## src/rtl/wdt_pkg.sv

```systemverilog
package wdt_pkg;
  // Default geometry of the peripheral write bus.
  localparam int unsigned WDT_ADDR_W = 8;
  localparam int unsigned WDT_DATA_W = 8;
  // Clear location and the key byte that restarts the count.
  localparam logic [WDT_ADDR_W-1:0] WDT_KEY_ADDR = 8'hCA;
  localparam logic [WDT_DATA_W-1:0] WDT_KEY_VAL  = 8'h55;
  // About 0.175 s at a 32.768 kHz tick.
  localparam int unsigned WDT_TIMEOUT_DEF = 5734;
endpackage

```

## src/rtl/wdt_rst_sync.sv

```systemverilog
module wdt_rst_sync #(
  parameter int unsigned STAGES = 2
) (
  input  logic clk,
  input  logic rst_ni,
  output logic rst_sync_no
);
  logic [STAGES-1:0] sync_q;
  logic [STAGES-1:0] sync_d;

  always_comb begin
    sync_d = {sync_q[STAGES-2:0], 1'b1};
  end

  always_ff @(posedge clk or negedge rst_ni) begin
    if (!rst_ni) begin
      sync_q <= '0;
    end else begin
      sync_q <= sync_d;
    end
  end

  assign rst_sync_no = sync_q[STAGES-1];
endmodule

```

## src/rtl/wdt_key_match.sv

```systemverilog
module wdt_key_match #(
  parameter int unsigned     ADDR_W   = 8,
  parameter int unsigned     DATA_W   = 8,
  parameter logic [ADDR_W-1:0] KEY_ADDR = '0,
  parameter logic [DATA_W-1:0] KEY_VAL  = '0
) (
  input  logic [ADDR_W-1:0] addr_i,
  input  logic [DATA_W-1:0] data_i,
  input  logic              we_i,
  output logic              clear_o
);
  logic addr_hit;
  logic data_hit;

  always_comb begin
    addr_hit = (addr_i == KEY_ADDR);
    data_hit = (data_i == KEY_VAL);
    clear_o  = we_i & addr_hit & data_hit;
  end
endmodule

```

## src/rtl/wdt_count.sv

```systemverilog
module wdt_count #(
  parameter int unsigned TIMEOUT_TICKS = 8,
  localparam int unsigned CNT_W = (TIMEOUT_TICKS < 2) ? 1 : $clog2(TIMEOUT_TICKS)
) (
  input  logic             clk,
  input  logic             rst_ni,
  input  logic             tick_i,
  input  logic             clear_i,
  output logic [CNT_W-1:0] cnt_o,
  output logic             fire_o
);
  localparam logic [CNT_W-1:0] LAST = CNT_W'(TIMEOUT_TICKS - 1);

  logic [CNT_W-1:0] cnt_q, cnt_d;
  logic             fire_q, fire_d;
  logic             cnt_en;

  always_comb begin
    cnt_en = clear_i | tick_i;
    cnt_d  = cnt_q;
    fire_d = 1'b0;
    if (clear_i) begin
      cnt_d = '0;
    end else if (tick_i) begin
      if (cnt_q == LAST) begin
        cnt_d  = '0;
        fire_d = 1'b1;
      end else begin
        cnt_d = cnt_q + 1'b1;
      end
    end
  end

  always_ff @(posedge clk or negedge rst_ni) begin
    if (!rst_ni) begin
      cnt_q  <= '0;
      fire_q <= 1'b0;
    end else begin
      if (cnt_en) begin
        cnt_q <= cnt_d;
      end
      fire_q <= fire_d;
    end
  end

  assign cnt_o  = cnt_q;
  assign fire_o = fire_q;

  // the count never passes the last position before expiry
  p_cnt_in_range_r2: assert property (@(posedge clk) disable iff (!rst_ni)
    cnt_q <= LAST);

  // a request lasts one cycle
  p_single_pulse_r2: assert property (@(posedge clk) disable iff (!rst_ni)
    fire_q |=> !fire_q);

  // the count is back at zero when the request is raised
  p_restart_after_fire_r3: assert property (@(posedge clk) disable iff (!rst_ni)
    fire_q |-> (cnt_q == '0));

  // a restart leaves zero in the count
  p_clear_zero_r4: assert property (@(posedge clk) disable iff (!rst_ni)
    clear_i |=> (cnt_q == '0) && !fire_q);

  // no tick and no restart leave the count alone
  p_hold_no_tick_r10: assert property (@(posedge clk) disable iff (!rst_ni)
    (!tick_i && !clear_i) |=> $stable(cnt_q));
endmodule

```

## src/rtl/wdt_guard.sv

```systemverilog
module wdt_guard
  import wdt_pkg::*;
#(
  parameter int unsigned       TIMEOUT_TICKS = WDT_TIMEOUT_DEF,
  parameter int unsigned       ADDR_W        = WDT_ADDR_W,
  parameter int unsigned       DATA_W        = WDT_DATA_W,
  parameter logic [ADDR_W-1:0] KEY_ADDR      = WDT_KEY_ADDR,
  parameter logic [DATA_W-1:0] KEY_VAL       = WDT_KEY_VAL,
  parameter int unsigned       SYNC_STAGES   = 2
) (
  input  logic              clk,
  input  logic              rst_n,
  input  logic              tick,
  input  logic [ADDR_W-1:0] bus_addr,
  input  logic [DATA_W-1:0] bus_wdata,
  input  logic              bus_we,
  output logic              rst_req
);
  localparam int unsigned CNT_W = (TIMEOUT_TICKS < 2) ? 1 : $clog2(TIMEOUT_TICKS);

  logic             rst_sync_n;
  logic             key_clear;
  logic [CNT_W-1:0] cnt;

  wdt_rst_sync #(
    .STAGES (SYNC_STAGES)
  ) u_rst_sync (
    .clk         (clk),
    .rst_ni      (rst_n),
    .rst_sync_no (rst_sync_n)
  );

  wdt_key_match #(
    .ADDR_W   (ADDR_W),
    .DATA_W   (DATA_W),
    .KEY_ADDR (KEY_ADDR),
    .KEY_VAL  (KEY_VAL)
  ) u_key_match (
    .addr_i  (bus_addr),
    .data_i  (bus_wdata),
    .we_i    (bus_we),
    .clear_o (key_clear)
  );

  wdt_count #(
    .TIMEOUT_TICKS (TIMEOUT_TICKS)
  ) u_count (
    .clk     (clk),
    .rst_ni  (rst_sync_n),
    .tick_i  (tick),
    .clear_i (key_clear),
    .cnt_o   (cnt),
    .fire_o  (rst_req)
  );

  // the watchdog leaves reset at zero and quiet
  p_zero_on_release_r1: assert property (@(posedge clk) disable iff (!rst_n)
    $rose(rst_sync_n) |-> (cnt == '0) && !rst_req);

  // while the internal reset is held, the count stays at zero
  p_held_in_reset_r9: assert property (@(posedge clk) disable iff (!rst_n)
    !rst_sync_n |-> (cnt == '0) && !rst_req);

  // a wrong byte at the clear address changes nothing
  p_wrong_key_r5: assert property (@(posedge clk) disable iff (!rst_n)
    (bus_we && bus_addr == KEY_ADDR && bus_wdata != KEY_VAL && !tick) |=> $stable(cnt));

  // other addresses change nothing
  p_other_addr_r6: assert property (@(posedge clk) disable iff (!rst_n)
    (bus_addr != KEY_ADDR && !tick) |=> $stable(cnt));

  // without the strobe nothing changes
  p_no_strobe_r7: assert property (@(posedge clk) disable iff (!rst_n)
    (!bus_we && !tick) |=> $stable(cnt));

  // a restart together with a tick still yields zero and no request
  p_clear_beats_tick_r8: assert property (@(posedge clk) disable iff (!rst_n)
    (rst_sync_n && bus_we && bus_addr == KEY_ADDR && bus_wdata == KEY_VAL && tick)
      |=> (cnt == '0) && !rst_req);
endmodule

```

## config.mk

```make
export PLATFORM = sky130hd
export DESIGN_NAME = wdt_guard
export DESIGN_NICKNAME = d
export VERILOG_FILES = /design/src/rtl/wdt_pkg.sv /design/src/rtl/wdt_rst_sync.sv /design/src/rtl/wdt_key_match.sv /design/src/rtl/wdt_count.sv /design/src/rtl/wdt_guard.sv
export SDC_FILE = /design/constraint.sdc
export NUM_CORES = 1
export LEC_CHECK = 0
export ABC_AREA = 1
export ABC_CLOCK_PERIOD_IN_PS = 900
export BUFFER_PORTS_ARGS = -buffer_cell sky130_fd_sc_hd__buf_2
export CORE_MARGIN = 4
export CORE_UTILIZATION = 54
export DETAILED_ROUTE_END_ITERATION = 10
export PLACE_DENSITY = 0.8
export SETUP_SLACK_MARGIN = 0.4
export SLEW_MARGIN = 20
export SYNTH_ARGS = -nofsm -noshare
export SYNTH_HDL_FRONTEND = slang
export SYNTH_SLANG_ARGS = --single-unit
```

## constraint.sdc

```tcl
create_clock -name clk -period 0.9 [get_ports clk]
set_clock_uncertainty 0.2 [all_clocks]
set_input_delay 0.18 -clock clk [delete_from_list [all_inputs] [get_ports clk]]
set_output_delay 0.18 -clock clk [all_outputs]
set_load 0.01 [all_outputs]
```

==> results.sh, run 1 <==
export IMPL_status="finished with violations"
export IMPL_violations="hold timing, setup timing"
export IMPL_grt_usage=0.306
export IMPL_ys_ff_latch=16
export IMPL_clock_sinks=16
export IMPL_yosys_warnings=0
export IMPL_synth_largest_area_cell="dfrtp_1"
export IMPL_vdd_drop_max_mv=1.55
export IMPL_rsz0062_at_grt="true"
export IMPL_design_area_mm2=0.00176
export IMPL_dpl_hpwl_mm=2.35
export IMPL_htree_levels=1
export IMPL_grt_max_degree=26
export IMPL_setup_ws_ns=-0.810
export IMPL_rr_worst_depth=9
export IMPL_required_ns=0.88
export IMPL_synth_common_cells="37 x nand2_1, 30 x nand3_1, 22 x nor2_1"
export IMPL_r2r_setup_slack_ns=-0.81
export IMPL_hold_viol=2
export IMPL_cts_tree="built"
export IMPL_syn_to_final_growth_pct=52.8
export IMPL_ys_types=26
export IMPL_yosys_most_used_dff="dfrtp_1"
export IMPL_synth_top_cell_area_share=0.347
export IMPL_hold_class="input port to async pin"
export IMPL_core_area_mm2=0.00200
export IMPL_drive_gt1_frac=0.427
export IMPL_io_pins=21
export IMPL_grt_pass1_vias=1461
export IMPL_hold_ws_ns=-0.559
export IMPL_cp_start_kind="register"
export IMPL_drt_first_pass_iters=7
export IMPL_p_leak_nw=0.864
export IMPL_fmax_ghz=0.585
export IMPL_cp_top_family="simple AND/OR/NAND/NOR gates"
export IMPL_syn_inst=167
export IMPL_dpl_instance_area_mm2=0.00153
export IMPL_cts_clk_slew_worst_paths_ns=0.10
export IMPL_max_stage_delay_ns=0.41
export IMPL_postRouteAntennaNets=0
export IMPL_die_height_um=54.2
export IMPL_timing_rr_end="u_count.cnt_o[2]"
export IMPL_synth_async_reset_ratio=1.00
export IMPL_antenna_found_initial=0
export IMPL_crit_chain="inv_1 -> ha_1 -> inv_2 -> nor3_4 -> nand2_2 -> nor2_4 -> nor2_1 -> nand3_1 -> nand2_1"
export IMPL_instances_no_fill=259
export IMPL_wl_mm=4.95
export IMPL_fp_dieW_um=54.2
export IMPL_synth_area_mm2=0.00115
export IMPL_dieArea_mm2=0.00294
export IMPL_avgSynthCellArea_um2=6.91
export IMPL_ys_seq_area_frac=0.347
export IMPL_grt_remaining_overflow=0
export IMPL_antenna_cells=0
export IMPL_pre_cts_ws_ns=-0.752
export IMPL_period_needed_ns=1.71
export IMPL_critical_path_peak_fanout=5
export IMPL_arrival_ns=1.69
export IMPL_worstSetupStartpoint="u_count.cnt_o[1]"
export IMPL_synth_edf_count=0
export IMPL_synth_most_common_cell="nand2_1"
export IMPL_slew_viol_final=0
export IMPL_grt_first_pass_wirelength_mm=6.55
export IMPL_crit_path_top_delay_cell="dfrtp_1"
export IMPL_via_per_inst=6.31
export IMPL_r2r_start="u_count.cnt_o[1]"
export IMPL_critical_path_endpoint_type="register"
export IMPL_clock_path_buffers=2
export IMPL_route_detailed_wl_per_inst_um=19.1
export IMPL_clk_latency_ns=0.32
export IMPL_setup_violations_final=15
export IMPL_nNetsFinal=255
export IMPL_critPathKind="register to register"
export IMPL_synth_area_top_cells="dfrtp_1 35%, nand3_1 13%, nand2_1 12%"
export IMPL_place_gp_congestion=0.964
export IMPL_drcViolationCount=0
export IMPL_root_buffer="clkbuf_4"
export IMPL_powerDensity_mw_per_mm2=1700
export IMPL_cts_buffers=3
export IMPL_initial_core_util=0.576
export IMPL_critPathBufInv=2
export IMPL_max_cap_violations=0
export IMPL_io_buffers=20
export IMPL_syn_nets=189
export IMPL_finalCritPeriodShare=1.90
export IMPL_dp_cells=243
export IMPL_core_rowCount=16
export IMPL_drtIter0Drc=148
export IMPL_vias=1635
flip-flops by register name, indices dropped and copies added (netlist names):
signal	count
u_count.cnt_o	13
u_rst_sync.sync_q	2
u_count.fire_o	1
where the power goes:
group	internal [W]	switching (W)	total, W
Sequential	0.000849	0.000209	0.00106
Combinational	0.000659	0.000747	0.00141
Clock	0.000247	0.000278	0.000525
Total	0.00176	0.00123	0.00299
how the worst max path moves through the flow:
stage,end,slack [ns],cells past startpoint
final,u_count.cnt_o[2],-0.81,9
after global routing,u_count.cnt_o[9],-0.99,9
after CTS,u_count.cnt_o[0],-0.72,9
after detailed placement,u_count.cnt_o[1],-0.75,9
after global placement,u_count.cnt_o[9],-0.66,9
after floorplan,u_count.cnt_o[10],-0.56,9
kinds of logic after synthesis:
group / count (synthesis) / synth area share
compound gates: 3 / 0.0184
xor+xnor: 4 / 0.0304
fa+ha+maj: 2 / 0.0217
buf+inv: 24 / 0.0857
flops: 16 / 0.347
other cells: 1 / 0.00325
simple gates: 117 / 0.493
timing repair:
item / 4_1_cts / 5_1_grt
resized for setup: 17 / 12
hold endpoints to repair: 2 / 2
pin swaps: 11 / 9
cloned: 1 / 0
buffers inserted: 9 / 2
endpoints found under the setup margin: 30 / 30
layout by cell type, fill, tap and decap left out, types with 2 or more instances in the layout:
cell / netlist / final
buf_2: 1 / 20
inv_1: 19 / 18
dfrtp_2: 0 / 4
dfrtp_1: 16 / 11
nand2_4: 0 / 2
nor2_4: 1 / 7
buf_6: 0 / 2
buf_4: 2 / 41
inv_2: 0 / 2
nand2_1: 37 / 33
nand2_2: 1 / 3
xor2_1: 3 / 3
nand3_1: 30 / 30
nor2_2: 5 / 3
clkbuf_4: 0 / 3
nor2_1: 22 / 19
nand4_1: 13 / 13
area by class of cell:
| cell class | count | area [µm²] |
|---|---|---|
| fill | 83 | 239 |
| clock buffer | 4 | 36.3 |
| sequential | 16 | 409 |
| multi-input combinational | 128 | 763 |
| timing repair buffer | 64 | 445 |
| inverter | 20 | 75.1 |
| tap | 27 | 33.8 |
layer usage:
layer  GRT usage  up-vias  share of wire
met5           0        -              0
met4       0.170        0          0.083
met3      0.0599       63           0.13
met2       0.538      182           0.45
met1       0.342      704           0.33
li1            -      686              -
metrics by stage:
stage	util	setup TNS [ns]	total power [W]
floorplan	-	-7.29	0.00145
global placement	0.764	-8.71	0.00187
detailed placement	0.764	-9.74	0.00192
CTS	0.851	-9.45	0.00262
global route	0.881	-10.93	0.00307
finish	0.881	-10.09	0.00299
No activity file was read; power rests on OpenSTA's default activity.
==> run 2, diff against run 1 <==
--- a/config.mk
+++ b/config.mk
@@ -8,8 +8,10 @@
 export ABC_AREA = 1
 export ABC_CLOCK_PERIOD_IN_PS = 900
 export BUFFER_PORTS_ARGS = -buffer_cell sky130_fd_sc_hd__buf_2
+export CELL_PAD_IN_SITES_DETAIL_PLACEMENT = 2
+export CELL_PAD_IN_SITES_GLOBAL_PLACEMENT = 2
 export CORE_MARGIN = 4
-export CORE_UTILIZATION = 54
+export CORE_UTILIZATION = 30
 export DETAILED_ROUTE_END_ITERATION = 10
 export PLACE_DENSITY = 0.8
 export SETUP_SLACK_MARGIN = 0.4
==> run 2 against run 1 <==
Compared with the run above: the flow now stops in global routing; synthesized cell count did not move; area after synthesis did not move.
==> results.sh, run 2 <==
export IMPL_synth_top_cell_area_share=0.347
export IMPL_dp_cells=271
export IMPL_syn_nets=189
export IMPL_error_line="[ERROR DPL-0033] detailed placement checks failed during check placement."
export IMPL_syn_inst=167
export IMPL_synth_async_reset_ratio=1.00
export IMPL_stop_stage="global routing"
export IMPL_io_pins=21
export IMPL_grt_worst_endpoint="u_count.cnt_o[6]$_DFFE_PN0P_/D"
export IMPL_avgSynthCellArea_um2=6.91
export IMPL_ys_seq_area_frac=0.347
export IMPL_dpl_instance_area_mm2=0.00162
export IMPL_synth_largest_area_cell="dfrtp_1"
export IMPL_fp_dieW_um=70.0
export IMPL_io_buffers=20
export IMPL_clock_path_buffers=2
export IMPL_cts_buffers=3
export IMPL_initial_core_util=0.313
export IMPL_synth_area_mm2=0.00115
export IMPL_clock_sinks=16
export IMPL_synth_common_cells="37 x nand2_1, 30 x nand3_1, 22 x nor2_1"
export IMPL_dpl_hpwl_mm=4.37
export IMPL_ys_ff_latch=16
export IMPL_htree_levels=1
export IMPL_ys_types=26
export IMPL_yosys_most_used_dff="dfrtp_1"
export IMPL_synth_area_top_cells="dfrtp_1 35%, nand3_1 13%, nand2_1 12%"
export IMPL_status="did not finish"
export IMPL_root_buffer="clkbuf_8"
export IMPL_yosys_warnings=0
export IMPL_grt_max_degree=16
export IMPL_die_height_um=70.0
export IMPL_core_rowCount=22
export IMPL_endpoint_type="sequential cell input"
export IMPL_synth_edf_count=0
export IMPL_antenna_found_initial=0
export IMPL_place_gp_congestion=0.899
export IMPL_synth_most_common_cell="nand2_1"
run 2: stage by stage:
| step | worst slack, ns | TNS (ns) |
|---|---|---|
| CTS | -0.802 | -10.44 |
| global placement | -0.680 | -8.76 |
| detailed placement | -0.845 | -10.78 |
| floorplan | -0.560 | -7.29 |
run 2: kinds of logic after synthesis:
group	Yosys count	share of synthesized area
fa+ha+maj	2	0.0217
flops	16	0.347
buf+inv	24	0.0857
simple gates	117	0.493
other cells	1	0.00325
compound gates	3	0.0184
xor+xnor	4	0.0304
run 2: what timing repair did:
item	in CTS
endpoints found under the setup margin	30
hold endpoints to repair	2
pin swaps	14
buffers inserted	5
gates cloned	1
gates resized for setup	36
==> run 3, diff against run 2 <==
--- a/config.mk
+++ b/config.mk
@@ -8,13 +8,10 @@
 export ABC_AREA = 1
 export ABC_CLOCK_PERIOD_IN_PS = 900
 export BUFFER_PORTS_ARGS = -buffer_cell sky130_fd_sc_hd__buf_2
-export CELL_PAD_IN_SITES_DETAIL_PLACEMENT = 2
-export CELL_PAD_IN_SITES_GLOBAL_PLACEMENT = 2
-export CORE_MARGIN = 4
-export CORE_UTILIZATION = 30
+export CORE_AREA = 4 4 65 67
 export DETAILED_ROUTE_END_ITERATION = 10
-export PLACE_DENSITY = 0.8
-export SETUP_SLACK_MARGIN = 0.4
+export DIE_AREA = 0 0 69 71
+export PLACE_DENSITY_LB_ADDON = 0.15
 export SLEW_MARGIN = 20
 export SYNTH_ARGS = -nofsm -noshare
 export SYNTH_HDL_FRONTEND = slang
==> run 3 against run 2 <==
Compared with the run above: the flow now finishes, with violations (hold timing, setup timing).
==> results.sh, run 3 (same netlist as run 1, synthesis figures left out) <==
export IMPL_route_detailed_wl_per_inst_um=12.5
export IMPL_critical_path_peak_fanout=3
export IMPL_postRouteAntennaNets=0
export IMPL_crit_chain="buf_4 -> ha_4 -> nand2_4 -> nor2_4 -> nand2_2 -> xor2_1 -> nor2_1 -> nand3_1 -> nand2_1"
export IMPL_arrival_ns=1.48
export IMPL_cts_tree="built"
export IMPL_critical_path_endpoint_type="register"
export IMPL_grt_max_degree=17
export IMPL_slew_viol_final=0
export IMPL_fillers=383
export IMPL_clock_sinks=16
export IMPL_crit_path_top_delay_cell="dfrtp_1"
export IMPL_cts_clk_slew_worst_paths_ns=0.07
export IMPL_critPathKind="register to register"
export IMPL_design_area_mm2=0.00179
export IMPL_root_buffer="clkbuf_8"
export IMPL_largest_reg_flops=13
export IMPL_nNetsFinal=254
export IMPL_fp_dieW_um=69
export IMPL_rsz0062_at_grt="true"
export IMPL_via_per_inst=4.90
export IMPL_dpl_instance_area_mm2=0.00162
export IMPL_hold_class="register to async pin"
export IMPL_dieArea_mm2=0.00490
export IMPL_vias=1368
export IMPL_seq_power_share=0.366
export IMPL_hold_viol=14
export IMPL_final_common_cell="buf_4"
export IMPL_grt_first_pass_wirelength_mm=6.36
export IMPL_cts_buffers=3
export IMPL_netSwitchingPower_w=0.00100
export IMPL_syn_to_final_growth_pct=55.1
export IMPL_grt_pass1_vias=1421
export IMPL_cp_start_kind="register"
export IMPL_grt_usage=0.157
export IMPL_grt_remaining_overflow=0
export IMPL_initial_core_util=0.317
export IMPL_io_buffers=20
export IMPL_period_needed_ns=1.54
export IMPL_io_pins=21
export IMPL_drtIter0Drc=24
export IMPL_drt_first_pass_iters=5
export IMPL_clock_path_buffers=2
export IMPL_max_cap_violations=0
export IMPL_netSwitchingFraction=0.357
export IMPL_drcViolationCount=0
export IMPL_clkPwrFrac=0.204
export IMPL_power_frac_comb=0.430
export IMPL_status="finished with violations"
export IMPL_multiInputGateArea_um2=753
export IMPL_p_leak_nw=0.855
export IMPL_drive_gt1_frac=0.403
export IMPL_internal_power_w=0.00181
export IMPL_wl_mm=3.50
export IMPL_powerDensity_mw_per_mm2=1570
export IMPL_antenna_found_initial=0
export IMPL_vdd_drop_max_mv=1.00
export IMPL_setup_violations_final=15
export IMPL_required_ns=0.85
export IMPL_hold_ws_ns=-0.0215
export IMPL_max_stage_delay_ns=0.39
export IMPL_clk_latency_ns=0.25
export IMPL_fmax_ghz=0.650
export IMPL_violations="hold timing, setup timing"
export IMPL_antenna_cells=0
export IMPL_place_gp_congestion=0.880
export IMPL_setup_ws_ns=-0.639
export IMPL_critPathBufInv=1
export IMPL_dpl_hpwl_mm=2.67
export IMPL_finalCritPeriodShare=1.71
export IMPL_core_rowCount=22
export IMPL_die_height_um=71
export IMPL_htree_levels=1
export IMPL_fin_setup_tns_ns=-8.43
export IMPL_final_cell_mix="40 x buf_4, 32 x nand2_1, 30 x nand3_1"
export IMPL_core_area_mm2=0.00363
export IMPL_seq_area_um2=405
export IMPL_cp_top_family="flip-flops"
==> run 3: worst paths after layout <==
check	startpoint	endpoint	slack, ns	depth (start not counted)
worst max-delay path	u_count.cnt_o[1]	u_count.cnt_o[6]	-0.64	9
min in group clk	bus_wdata[4]	u_count.fire_o	0.09	4
max in group asynchronous	u_rst_sync.sync_q[1]	u_count.cnt_o[2]	0.33	1
worst min-delay path	u_rst_sync.sync_q[1]	u_count.cnt_o[5]	-0.02	1
worst max register to register	u_count.cnt_o[1]	u_count.cnt_o[6]	-0.64	9
worst min register to register	u_rst_sync.sync_q[1]	u_count.cnt_o[5]	-0.02	1
==> run 3: area by class of cell <==
cell class / count / area share
multi-input combinational: 128 / 0.421
timing repair buffer: 63 / 0.252
sequential: 16 / 0.227
inverter: 20 / 0.0420
tap: 48 / 0.0336
clock buffer: 4 / 0.0252
==> run 3: power groups by stage <==
stage | logic (W) | clock network (W) | registers, W
global route | 0.00135 | 0.000630 | 0.00105
finish | 0.00121 | 0.000574 | 0.00103
detailed placement | 0.000975 | 0 | 0.00103
CTS | 0.00118 | 0.000599 | 0.00102
floorplan | 0.000436 | 0 | 0.00101
global placement | 0.000950 | 0 | 0.00103
==> run 3: repair_timing <==
action / CTS / global route
hold buffers: 1 / 0
gates resized for setup: 17 / 5
gates cloned: 1 / 0
hold endpoints to repair: 16 / 0
pin swaps: 9 / 8
endpoints found under the setup margin: 15 / 15
setup buffers: 2 / 2
==> run 3: metrics by stage <==
stage / hold WS (ns) / cells / power [W] / utilization / setup WS, ns
after global placement: -0.236 / 269 / 0.00198 / 0.445 / -0.671
final: -0.0215 / 279 / 0.00281 / 0.492 / -0.639
after detailed placement: -0.233 / 269 / 0.00200 / 0.445 / -0.702
after floorplan: -0.316 / 167 / 0.00144 / - / -0.560
after CTS: -0.0152 / 277 / 0.00280 / 0.484 / -0.690
after global routing: 0.0131 / 279 / 0.00303 / 0.492 / -0.779
==> run 3: metal layers <==
metal | vias up | GRT usage | routed length, µm
met3 | 8 | 0.0213 | 86
li1 | 678 | - | -
met4 | 0 | 0.0672 | 72
met5 | - | 0 | 0
met2 | 23 | 0.286 | 1850
met1 | 659 | 0.183 | 1490
==> run 3: worst register-to-register path, delay by kind of cell, from the launching register on <==
kind	cells	cell delay (ns)
buffers and inverters	1	0.14
AND/OR/NAND/NOR	6	0.39
adder cells (fa/ha/maj)	1	0.16
flip-flops	1	0.39
XOR/XNOR	1	0.16
==> run 4, diff against run 3 <==
--- a/config.mk
+++ b/config.mk
@@ -7,10 +7,10 @@
 export LEC_CHECK = 0
 export ABC_AREA = 1
 export ABC_CLOCK_PERIOD_IN_PS = 900
-export BUFFER_PORTS_ARGS = -buffer_cell sky130_fd_sc_hd__buf_2
 export CORE_AREA = 4 4 65 67
 export DETAILED_ROUTE_END_ITERATION = 10
 export DIE_AREA = 0 0 69 71
+export DONT_BUFFER_PORTS = 1
 export PLACE_DENSITY_LB_ADDON = 0.15
 export SLEW_MARGIN = 20
 export SYNTH_ARGS = -nofsm -noshare
==> run 4 against run 3 <==
Compared with the run above: the flow still finishes with violations (hold timing, setup timing); register-to-register slack is essentially flat; final cell count down 6.8%; worst setup slack worse by 0.010 ns; total power is 3.9% lower; critical endpoint is now u_count.cnt_o[4]; sequential share of layout area up 1.5 points; highest routed layer unchanged; combinational power decreased by 7%; via count shrank 6.1%; critical path depth down 2.
==> results.sh, run 4 (same netlist as run 1, synthesis figures left out) <==
export IMPL_clock_sinks=16
export IMPL_drcViolationCount=0
export IMPL_powerDensity_mw_per_mm2=1620
export IMPL_setup_ws_ns=-0.649
export IMPL_dpl_hpwl_mm=2.47
export IMPL_cts_clk_slew_worst_paths_ns=0.07
export IMPL_period_needed_ns=1.55
export IMPL_postRouteAntennaNets=0
export IMPL_final_cell_mix="41 x buf_4, 32 x nand2_1, 30 x nand3_1"
export IMPL_setup_violations_final=15
export IMPL_drtIter0Drc=18
export IMPL_slew_viol_final=0
export IMPL_required_ns=0.84
export IMPL_grt_remaining_overflow=0
export IMPL_root_buffer="clkbuf_8"
export IMPL_initial_core_util=0.317
export IMPL_fp_dieW_um=69
export IMPL_core_area_mm2=0.00363
export IMPL_clk_latency_ns=0.26
export IMPL_drt_first_pass_iters=4
export IMPL_met3_length_um=132
export IMPL_wl_met1_mm=1.42
export IMPL_syn_to_final_growth_pct=44.4
export IMPL_rsz0062_at_grt="true"
export IMPL_grt_usage=0.141
export IMPL_route_detailed_wl_per_inst_um=12.4
export IMPL_via_per_inst=4.94
export IMPL_vias=1285
export IMPL_topRoutingLayerUsed="met4"
export IMPL_antenna_found_initial=0
export IMPL_dieArea_mm2=0.00490
export IMPL_antenna_cells=0
export IMPL_max_cap_violations=0
export IMPL_io_buffers=0
export IMPL_htree_levels=1
export IMPL_place_gp_congestion=0.843
export IMPL_vdd_drop_max_mv=0.951
export IMPL_fmax_ghz=0.646
export IMPL_grt_pass1_vias=1273
export IMPL_final_common_cell="buf_4"
export IMPL_finalCritPeriodShare=1.72
export IMPL_violations="hold timing, setup timing"
export IMPL_io_pins=21
export IMPL_grt_max_degree=19
export IMPL_critical_path_peak_fanout=4
export IMPL_fin_setup_tns_ns=-8.66
export IMPL_hold_viol=30
export IMPL_clock_path_buffers=2
export IMPL_core_rowCount=22
export IMPL_cts_hold_buffers=1
export IMPL_critPathKind="register to register"
export IMPL_cts_tree="built"
export IMPL_nNetsFinal=235
export IMPL_fillers=377
export IMPL_die_height_um=71
export IMPL_power_total_w=0.00270
export IMPL_p_leak_nw=0.777
export IMPL_drive_gt1_frac=0.340
export IMPL_arrival_ns=1.49
export IMPL_critical_path_endpoint_type="register"
export IMPL_cts_buffers=3
export IMPL_met2_length_mm=1.62
export IMPL_wl_mm=3.23
export IMPL_hold_class="input port to register"
export IMPL_status="finished with violations"
export IMPL_hold_ws_ns=-0.146
export IMPL_grt_first_pass_wirelength_mm=5.76
export IMPL_cp_start_kind="register"
export IMPL_largest_reg_flops=13
## run 4: changes by cell type in the layout (fill, tap and decap cells not counted), moves of 2 or more
cell	before	now
dfrtp_1	12	14
nor4_2	0	2
dfrtp_2	4	2
nor4_4	2	0
buf_2	20	0
nor2_2	1	3
## run 4: final cells by class
class                   count  area [µm²]  area share
inverters                  20        75.1      0.0451
repair buffers             44         349       0.210
clock buffers               4        45.0      0.0270
multi-input cells         128         733       0.440
flip-flops and latches     16         403       0.242
well taps                  48        60.1      0.0361
## run 4: report_power, final
part / internal [W] / total [W] / switching (W)
registers: 0.000840 / 0.000993 / 0.000153
clock network: 0.000314 / 0.000586 / 0.000271
logic: 0.000604 / 0.00112 / 0.000519
## run 4: timing repair
| item | 4_1_cts | 5_1_grt |
|---|---|---|
| endpoints found under the hold margin | 30 | 16 |
| endpoints found under the setup margin | 15 | 15 |
| gates cloned | 1 | 0 |
| buffers inserted | 2 | 1 |
| pin swaps | 6 | 11 |
| resized for setup | 10 | 8 |
## run 4: routing by layer
layer / global-route usage / vias up
li1: - / 639
met1: 0.172 / 608
met2: 0.242 / 32
met3: 0.0270 / 6
met4: 0.0629 / 0
met5: 0 / -
## run 4: final timing paths
kind                            cells past startpoint                 start                   end  slack, ns
worst min-delay path                                2                  tick      u_count.cnt_o[0]      -0.15
min in group asynchronous                           1                 rst_n  u_rst_sync.sync_q[0]      -0.05
max in group asynchronous                           1  u_rst_sync.sync_q[1]      u_count.cnt_o[0]       0.34
worst max register to register                      7      u_count.cnt_o[1]      u_count.cnt_o[4]      -0.65
worst min register to register                      1  u_rst_sync.sync_q[1]      u_count.cnt_o[6]      -0.03
worst max-delay path                                7      u_count.cnt_o[1]      u_count.cnt_o[4]      -0.65
## run 4: worst max-delay path, cell delays in order, from the launching register on
cell and delay [ns]:
dfrtp_1 0.40, buf_4 0.15, ha_4 0.16, nand2_4 0.08, nor2_4 0.05, or2_2 0.27
nand4_1 0.09, nand2_1 0.05
## run 4: stage by stage
step                       util  area (µm²)  cells  setup WS [ns]
after floorplan               -        1170    167         -0.560
after global placement    0.418        1520    251         -0.672
after detailed placement  0.418        1520    251         -0.722
after CTS                 0.450        1640    259         -0.681
after global routing      0.458        1670    260         -0.781
final                     0.458        1670    260         -0.649
